`src/rtl/hbsi_pkg.sv`:
```
package hbsi_pkg;
  localparam int unsigned NUM_EVT = 3;
  localparam int unsigned REG_W   = 8;
  localparam int unsigned ADDR_W  = 2;

  localparam int unsigned EVT_UND = 0;
  localparam int unsigned EVT_OVR = 1;
  localparam int unsigned EVT_ERR = 2;

  typedef enum logic [ADDR_W-1:0] {
    OFS_STATUS = 2'd0,
    OFS_FLAGS  = 2'd1,
    OFS_ENABLE = 2'd2,
    OFS_RSVD   = 2'd3
  } reg_ofs_e;
endpackage

```
`src/rtl/hbsi_event_detect.sv`:
```
module hbsi_event_detect
  import hbsi_pkg::*;
(
  input  logic               bus_ready_i,
  input  logic               host_acc_i,
  input  logic               host_sysbus_i,
  input  logic               host_undef_i,
  input  logic               rd_done_i,
  input  logic               rd_data_valid_i,
  output logic [NUM_EVT-1:0] evt_o
);
  always_comb begin
    evt_o          = '0;
    evt_o[EVT_UND] = rd_done_i & ~rd_data_valid_i;
    evt_o[EVT_OVR] = host_acc_i & host_sysbus_i & ~bus_ready_i;
    evt_o[EVT_ERR] = host_acc_i & host_undef_i;
  end
endmodule

```
`src/rtl/hbsi_flag_bank.sv`:
```
module hbsi_flag_bank #(
  parameter int unsigned N = 3
) (
  input  logic         clk_i,
  input  logic         rst_ni,
  input  logic [N-1:0] set_i,
  input  logic [N-1:0] clr_i,
  output logic [N-1:0] flag_o
);
  for (genvar i = 0; i < N; i++) begin : g_flag
    logic q;
    always_ff @(posedge clk_i or negedge rst_ni) begin
      if (!rst_ni)       q <= 1'b0;
      else if (set_i[i]) q <= 1'b1;   // event beats clear
      else if (clr_i[i]) q <= 1'b0;
    end
    assign flag_o[i] = q;
  end
endmodule

```
`src/rtl/hbsi_regs.sv`:
```
module hbsi_regs
  import hbsi_pkg::*;
(
  input  logic               clk_i,
  input  logic               rst_ni,
  input  logic               bus_ready_i,
  input  logic [ADDR_W-1:0]  reg_addr_i,
  input  logic               reg_we_i,
  input  logic [REG_W-1:0]   reg_wdata_i,
  input  logic [NUM_EVT-1:0] flag_i,
  output logic [NUM_EVT-1:0] clr_o,
  output logic [NUM_EVT-1:0] en_o,
  output logic [REG_W-1:0]   rdata_o
);
  localparam int unsigned PAD_W = REG_W - NUM_EVT;

  reg_ofs_e           ofs;
  logic [NUM_EVT-1:0] en_q;
  logic [REG_W-1:0]   rdata_q;
  logic [REG_W-1:0]   rdata_d;
  logic               unused_w;

  assign ofs      = reg_ofs_e'(reg_addr_i);
  assign unused_w = ^reg_wdata_i[REG_W-1:NUM_EVT];

  assign clr_o = (reg_we_i && ofs == OFS_FLAGS) ? reg_wdata_i[NUM_EVT-1:0] : '0;

  always_ff @(posedge clk_i or negedge rst_ni) begin
    if (!rst_ni)                          en_q <= '0;
    else if (reg_we_i && ofs == OFS_ENABLE) en_q <= reg_wdata_i[NUM_EVT-1:0];
  end

  always_comb begin
    unique case (ofs)
      OFS_STATUS: rdata_d = {{(REG_W-1){1'b0}}, bus_ready_i};
      OFS_FLAGS:  rdata_d = {{PAD_W{1'b0}}, flag_i};
      OFS_ENABLE: rdata_d = {{PAD_W{1'b0}}, en_q};
      default:    rdata_d = '0;
    endcase
  end

  always_ff @(posedge clk_i or negedge rst_ni) begin
    if (!rst_ni) rdata_q <= '0;
    else         rdata_q <= rdata_d;
  end

  assign en_o    = en_q;
  assign rdata_o = rdata_q;
endmodule

```
`src/rtl/hbsi_irq_gen.sv`:
```
module hbsi_irq_gen #(
  parameter int unsigned N = 3
) (
  input  logic         clk_i,
  input  logic         rst_ni,
  input  logic [N-1:0] flag_i,
  input  logic [N-1:0] en_i,
  output logic         irq_o
);
  logic irq_q;
  always_ff @(posedge clk_i or negedge rst_ni) begin
    if (!rst_ni) irq_q <= 1'b0;
    else         irq_q <= |(flag_i & en_i);
  end
  assign irq_o = irq_q;
endmodule

```
`src/rtl/hbsi_top.sv`:
```
module hbsi_top
  import hbsi_pkg::*;
(
  input  logic              clk_i,
  input  logic              rst_ni,
  input  logic              bus_ready_i,
  input  logic              host_acc_i,
  input  logic              host_sysbus_i,
  input  logic              host_undef_i,
  input  logic              rd_done_i,
  input  logic              rd_data_valid_i,
  input  logic [ADDR_W-1:0] reg_addr_i,
  input  logic              reg_we_i,
  input  logic [REG_W-1:0]  reg_wdata_i,
  output logic [REG_W-1:0]  reg_rdata_o,
  output logic              irq_o
);
  logic [NUM_EVT-1:0] evt;
  logic [NUM_EVT-1:0] clr;
  logic [NUM_EVT-1:0] flag_q;
  logic [NUM_EVT-1:0] en_q;

  hbsi_event_detect u_evt (
    .bus_ready_i    (bus_ready_i),
    .host_acc_i     (host_acc_i),
    .host_sysbus_i  (host_sysbus_i),
    .host_undef_i   (host_undef_i),
    .rd_done_i      (rd_done_i),
    .rd_data_valid_i(rd_data_valid_i),
    .evt_o          (evt)
  );

  hbsi_flag_bank #(.N(NUM_EVT)) u_flags (
    .clk_i (clk_i),
    .rst_ni(rst_ni),
    .set_i (evt),
    .clr_i (clr),
    .flag_o(flag_q)
  );

  hbsi_regs u_regs (
    .clk_i      (clk_i),
    .rst_ni     (rst_ni),
    .bus_ready_i(bus_ready_i),
    .reg_addr_i (reg_addr_i),
    .reg_we_i   (reg_we_i),
    .reg_wdata_i(reg_wdata_i),
    .flag_i     (flag_q),
    .clr_o      (clr),
    .en_o       (en_q),
    .rdata_o    (reg_rdata_o)
  );

  hbsi_irq_gen #(.N(NUM_EVT)) u_irq (
    .clk_i (clk_i),
    .rst_ni(rst_ni),
    .flag_i(flag_q),
    .en_i  (en_q),
    .irq_o (irq_o)
  );
endmodule

```
`config.mk`:
```
export PLATFORM = sky130hd
export DESIGN_NAME = hbsi_top
export DESIGN_NICKNAME = d
export VERILOG_FILES = /design/src/rtl/hbsi_pkg.sv /design/src/rtl/hbsi_event_detect.sv /design/src/rtl/hbsi_flag_bank.sv /design/src/rtl/hbsi_regs.sv /design/src/rtl/hbsi_irq_gen.sv /design/src/rtl/hbsi_top.sv
export SDC_FILE = /design/constraint.sdc
export NUM_CORES = 1
export LEC_CHECK = 0
export BUFFER_PORTS_ARGS = -buffer_cell sky130_fd_sc_hd__buf_2
export CAP_MARGIN = 30
export CORE_MARGIN = 4
export CORE_UTILIZATION = 30
export DETAILED_ROUTE_END_ITERATION = 8
export HOLD_SLACK_MARGIN = 0.03
export PLACE_DENSITY = 0.63
export SLEW_MARGIN = 10
export SYNTH_ARGS = -nofsm -noshare
export SYNTH_HDL_FRONTEND = slang
export SYNTH_SLANG_ARGS = --single-unit
```
`constraint.sdc`:
```
create_clock -name clk_i -period 1.65 [get_ports clk_i]
set_input_delay 0.0825 -clock clk_i [delete_from_list [all_inputs] [get_ports clk_i]]
set_output_delay 0.0825 -clock clk_i [all_outputs]
set_load 0.02 [all_outputs]
```
==> flow_summary_export.csv, run 1 <==
group,metric,value,unit
logic_synthesis,ys_types,14,
timing,finalHoldViolations,0,
setup_path,end_kind,"flop",
logic_synthesis,syn-cell-area,480,um^2
timing,setup_viol,0,
detailed_routing,dr_total_vias,346,
clock_tree,cts_buffers,3,
global_routing,grt_pass1_vias,345,
setup_path,critPathRequiredTime,1.79,ns
detailed_routing,routed_wl,893,um
logic_synthesis,syn-instance-count,36,
clock_tree,tritoncts,"built",
floorplan,dieArea,2310,um^2
clock_tree,clockBufferDepth,2,
setup_path,reg2reg_setup_slack,0.72,ns
global_routing,grt_max_degree,11,
timing,skew,0.00484,ns
logic_synthesis,synth_area_per_cell,13.3,um^2
pwr,ir_drop,0.000357,V
setup_path,r2r_cells,2,
floorplan,die_w,48.0,um
cells_and_area,finish.net_count,78,
setup_path,critPathKind,"flop to flop",
job,drv_cap,0,
logic_synthesis,yosys.area.top_type,"dfrtp_1",
status,status,"finished clean",
setup_path,r2r_start,"u_flags.g_flag[0].q",
place,place.gp.congestion,0.700,
clock_tree,cts_post_setup_buffers_inserted,0,
pwr,p_per_area,981,nW/um^2
setup_path,worst-path-buf-inv,1,
detailed_routing,dr.pass1.iters,5,
global_routing,grt_usage,9.06,%
logic_synthesis,ys_seq_area_share,52.1,%
cells_and_area,final_core_util,40.2,%
min_path,min_from,"rd_done_i",
place,post-place-cells,68,
cells_and_area,fillers,159,
logic_synthesis,synth_warnings,0,
timing,fin_tns_setup,0,ns
global_routing,overflow,0,
floorplan,die_y,48.0,um
timing,fmax,1070,MHz
detailed_routing,drc,0,
place,hpwl,728,um
logic_synthesis,ys_ff_latch,10,
min_path,holdPathEnd,"u_flags.g_flag[0].q",
detailed_routing,antenna_left,0,
global_routing,grt_antenna_before_repair,0,
setup_path,crit_slowest_cell,"dfrtp_1",
floorplan,start_util,31.9,%
floorplan,num_io_pins,28,
clock_tree,htree_levels,1,
min_path,min_path_cells,2,
setup_path,critPathLaunchType,"flop",
clock_tree,cts-root-buf,"clkbuf_4",
cells_and_area,final_cells,73,
setup_path,r2r-end,"u_irq.irq_o",
logic_synthesis,synth_top_cell_area_share,52.1,%
setup_path,timing.critical_path.slowest_cell_delay,0.40,ns
clock_tree,clk_pin_slew,0.06,ns
timing,grt_setup_unrepaired,"false",
setup_path,cpLargestDelayFamily,"flip-flops",
detailed_routing,wl_per_cell,12.2,um
global_routing,grt_pass1_wl,1350,um
clock_tree,cts_sinks,10,
setup_path,worstPathMaxFanout,3,
place,numPortBuffers,17,
detailed_routing,drt_iter0_markers,9,
detailed_routing,vias_per_cell,4.74,
floorplan,core_area,1510,um^2
cells_and_area,syn2layout_area_growth,26.0,%
floorplan,row_count,14,
setup_path,crit_arrival,1.07,ns
timing,period_minus_slack,0.932,ns
pwr,leakage,0.000317,uW
timing,drv_slew,0,
cells_and_area,drive_gt1_share,42.1,%
min_path,hp-class,"input port to flop",
cells_and_area,diodes,0,
setup_path,crit_chain,"a222oi_1, inv_1",
clock_tree,clk_latency,0.26,ns
timing,finalCritPeriodShare,56.5,%
logic_synthesis,yosys-top-cells-area,"dfrtp_1 (52%), mux2_4 (9.4%), buf_4 (7.8%), a22o_1 (7.3%), nand4b_1 (5.5%)",
-- where the power goes --
group / leakage [uW] / total (uW) / switching, uW / internal (uW)
registers: 0.000114 / 305 / 22.7 / 282
logic: 0.000189 / 132 / 65.5 / 66.1
clock network: 0.0000138 / 157 / 73.6 / 83.7
total: 0.000317 / 594 / 162 / 432
-- layout by cell type, fill, tap and decap left out, drive strengths merged --
cell,synthesis,layout
buf,5,17
dfrtp,10,10
conb,1,5
a22o,4,4
mux2,3,3
nand4b,3,3
clkbuf,0,3
o2bb2ai,2,2
inv,2,2
dlygate4sd3,0,2
nor2b,1,1
and2b,1,1
mux2i,1,1
a222oi,1,1
nand3b,1,1
nand2,1,1
-- worst max-delay path by stage --
stage / start / to / depth (start not counted)
after floorplan: u_flags.g_flag[0].q / u_irq.irq_o / 2
after global placement: u_flags.g_flag[0].q / u_irq.irq_o / 2
after detailed placement: u_flags.g_flag[0].q / u_irq.irq_o / 2
after CTS: u_flags.g_flag[0].q / u_irq.irq_o / 2
after global routing: u_flags.g_flag[0].q / u_irq.irq_o / 2
final: u_flags.g_flag[0].q / u_irq.irq_o / 2
-- cell families (layout without fill, tap and decap cells) --
group,count (synthesis),after routing,share of synthesized area (%)
buffers and inverters,7,24,9.38
other,1,5,0.781
AOI/OAI and AO/OA,7,7,13.0
muxes,4,4,11.5
and+or+nand+nor,7,7,13.3
DFF,10,10,52.1
-- area by class of cell --
| class | count | area (um^2) | area share [%] |
|---|---|---|---|
| sequential | 10 | 250 | 41.3 |
| multi-input combinational | 23 | 200 | 33.1 |
| timing repair buffer | 19 | 105 | 17.4 |
| clock buffer | 3 | 22.5 | 3.72 |
| tap | 16 | 20.0 | 3.31 |
| inverter | 2 | 7.51 | 1.24 |
-- metal layers --
| metal | vias up | routed length [um] | global-route usage, % |
|---|---|---|---|
| li1 | 165 | - | - |
| met1 | 159 | 380 | 10.6 |
| met2 | 20 | 403 | 13.5 |
| met3 | 2 | 96 | 2.26 |
| met4 | 0 | 12 | 8.06 |
| met5 | - | 0 | 0 |
-- repair_timing --
action,in CTS,in global routing
hold buffers,2,0
endpoints found under the hold margin,11,0
gates resized for setup,0,0
-- flip-flops by register name, indices dropped and copies added, names as in the netlist --
name              cells
u_flags.g_flag.q      3
u_regs.en_o           3
u_irq.irq_o           1
u_regs.rdata_o        3
-- synthesized netlist by cell type, drive strengths merged --
| cell | n |
|---|---|
| a222oi | 1 |
| a22o | 4 |
| and2b | 1 |
| buf | 5 |
| conb | 1 |
| dfrtp | 10 |
| inv | 2 |
| mux2 | 3 |
| mux2i | 1 |
| nand2 | 1 |
| nand3b | 1 |
| nand4b | 3 |
| nor2b | 1 |
| o2bb2ai | 2 |
-- stage by stage --
step	setup WS [ns]	power (uW)	hold slack, ns	area [um^2]
after floorplan	0.792	396	-0.213	495
after global placement	0.724	436	-0.0501	563
after detailed placement	0.719	439	-0.0490	563
after CTS	0.711	605	0.0422	606
after global routing	0.637	629	0.0648	606
final	0.718	594	0.0491	606
Power figures use the tool's default switching activity.
==> inputs of run 2 (changes only) <==
Clock period 1.65 ns to 0.95 ns, I/O delays scaled along.
==> flow_summary_export.csv, run 2 (same netlist as run 1, synthesis figures left out) <==
group,metric,value,unit
global_routing,grt_pass1_wl,1510,um
floorplan,die_y,48.0,um
min_path,holdPathEnd,"u_regs.en_o[2]",
timing,hold_ws,0.0408,ns
place,hpwl,753,um
detailed_routing,routed_wl,959,um
pwr,combPwrFrac,23.8,%
status,status,"finished clean",
cells_and_area,multiInputGateArea,200,um^2
clock_tree,cts-root-buf,"clkbuf_4",
timing,finalHoldViolations,0,
clock_tree,htree_levels,1,
min_path,min_path_cells,2,
pwr,seqPwrFrac,50.3,%
clock_tree,cts_buffers,3,
job,drv_cap,0,
cells_and_area,drive_gt1_share,40.3,%
place,place.gp.congestion,0.685,
global_routing,grt_pass1_vias,353,
cells_and_area,diodes,0,
timing,grt_setup_unrepaired,"true",
pwr,ir_drop,0.000664,V
pwr,leakage,0.000338,uW
floorplan,row_count,14,
min_path,min_from,"reg_wdata_i[2]",
detailed_routing,antenna_left,0,
setup_path,worstPathMaxFanout,3,
detailed_routing,dr_total_vias,369,
setup_path,cpLargestDelayFamily,"flip-flops",
setup_path,timing.critical_path.slowest_cell_delay,0.40,ns
timing,period_minus_slack,0.902,ns
setup_path,r2r_cells,2,
floorplan,die_w,48.0,um
setup_path,critPathLaunchType,"flop",
pwr,swShare,27.0,%
setup_path,critPathKind,"flop to flop",
setup_path,end_kind,"flop",
pwr,power.internal,766,uW
place,place_ws,0.0448,ns
timing,finalCritPeriodShare,95.0,%
pwr,p_switching,284,uW
clock_tree,tritoncts,"built",
cells_and_area,finish.net_count,83,
pwr,p_per_area,1610,nW/um^2
detailed_routing,drc,0,
floorplan,dieArea,2310,um^2
setup_path,worst-path-buf-inv,1,
setup_path,crit_chain,"a222oi_1, inv_1",
clock_tree,clockBufferDepth,2,
global_routing,grt_max_degree,11,
timing,fmax,1110,MHz
clock_tree,clk_pin_slew,0.06,ns
cells_and_area,seq_area,250,um^2
cells_and_area,mostFrequentLayoutCells,"buf_2 (17), dfrtp_1 (10), dlygate4sd3_1 (6)",
detailed_routing,wl_per_cell,12.3,um
clock_tree,cts_sinks,10,
floorplan,start_util,31.9,%
global_routing,grt_antenna_before_repair,0,
pwr,clkPwrFrac,25.8,%
detailed_routing,dr.pass1.iters,4,
cells_and_area,fillers,159,
setup_path,crit_slowest_cell,"dfrtp_1",
cells_and_area,syn2layout_area_growth,35.9,%
place,numPortBuffers,17,
global_routing,grt_usage,10.1,%
timing,skew,0.00489,ns
timing,finalWorstSetupSlack,0.0478,ns
floorplan,core_area,1510,um^2
clock_tree,clk_latency,0.26,ns
setup_path,crit_arrival,1.04,ns
setup_path,r2r-end,"u_irq.irq_o",
detailed_routing,vias_per_cell,4.73,
setup_path,reg2reg_setup_slack,0.05,ns
timing,setup_viol,0,
setup_path,critPathRequiredTime,1.09,ns
floorplan,num_io_pins,28,
setup_path,r2r_start,"u_regs.en_o[0]",
detailed_routing,drt_iter0_markers,5,
min_path,hp-class,"input port to flop",
timing,drv_slew,0,
cells_and_area,layout_commonest_cell,"buf_2",
global_routing,overflow,0,
## run 2: routing by layer
metal / vias up / wire length, um / global-route usage (%)
met5: - / 0 / 0
li1: 175 / - / -
met1: 174 / 411 / 13.3
met2: 18 / 436 / 12.9
met3: 2 / 98 / 2.63
met4: 0 / 12 / 9.68
## run 2: final cells by class
cell class / instances / share of cell area [%]
clock buffer: 3 / 3.45
timing repair buffer: 24 / 23.4
tap: 16 / 3.07
inverter: 2 / 1.15
multi-input combinational: 23 / 30.7
sequential: 10 / 38.3
## run 2: metrics by stage
step | setup TNS, ns | utilization [%] | cells | instance area (um^2) | total power [uW]
2_1_floorplan | 0 | - | 40 | 495 | 687
3_3_place_gp | 0 | 37.9 | 69 | 571 | 763
3_5_place_dp | 0 | 37.9 | 69 | 571 | 770
4_1_cts | 0 | 43.4 | 78 | 653 | 1070
5_1_grt | -0.0170 | 43.4 | 78 | 653 | 1120
6_report | 0 | 43.4 | 78 | 653 | 1050
## run 2: timing repair
action | in CTS | in global routing
hold buffers | 6 | 0
setup endpoints to repair | 0 | 1
endpoints found under the hold margin | 14 | 0
setup buffers | 0 | 0
resized for setup | 0 | 0
## run 2: how the worst max path moves through the flow
stage                              from          end  cells past startpoint
floorplan           u_flags.g_flag[0].q  u_irq.irq_o                      2
global placement         u_regs.en_o[0]  u_irq.irq_o                      2
detailed placement       u_regs.en_o[0]  u_irq.irq_o                      2
CTS                      u_regs.en_o[0]  u_irq.irq_o                      2
global route             u_regs.en_o[0]  u_irq.irq_o                      2
finish                   u_regs.en_o[0]  u_irq.irq_o                      2
## run 2: power by group through the flow
stage / sequential (uW) / clock, uW / combinational, uW
2_1_floorplan: 562 / 0 / 126
3_3_place_gp: 534 / 0 / 229
3_5_place_dp: 536 / 0 / 234
4_1_cts: 528 / 294 / 253
5_1_grt: 538 / 311 / 275
6_report: 528 / 271 / 250
## run 2: worst reg2reg max path: cells and delay by family, from the launching register on
kind	cells	cell delay (ns)
compound gates	1	0.31
buf+inv	1	0.07
flops	1	0.40
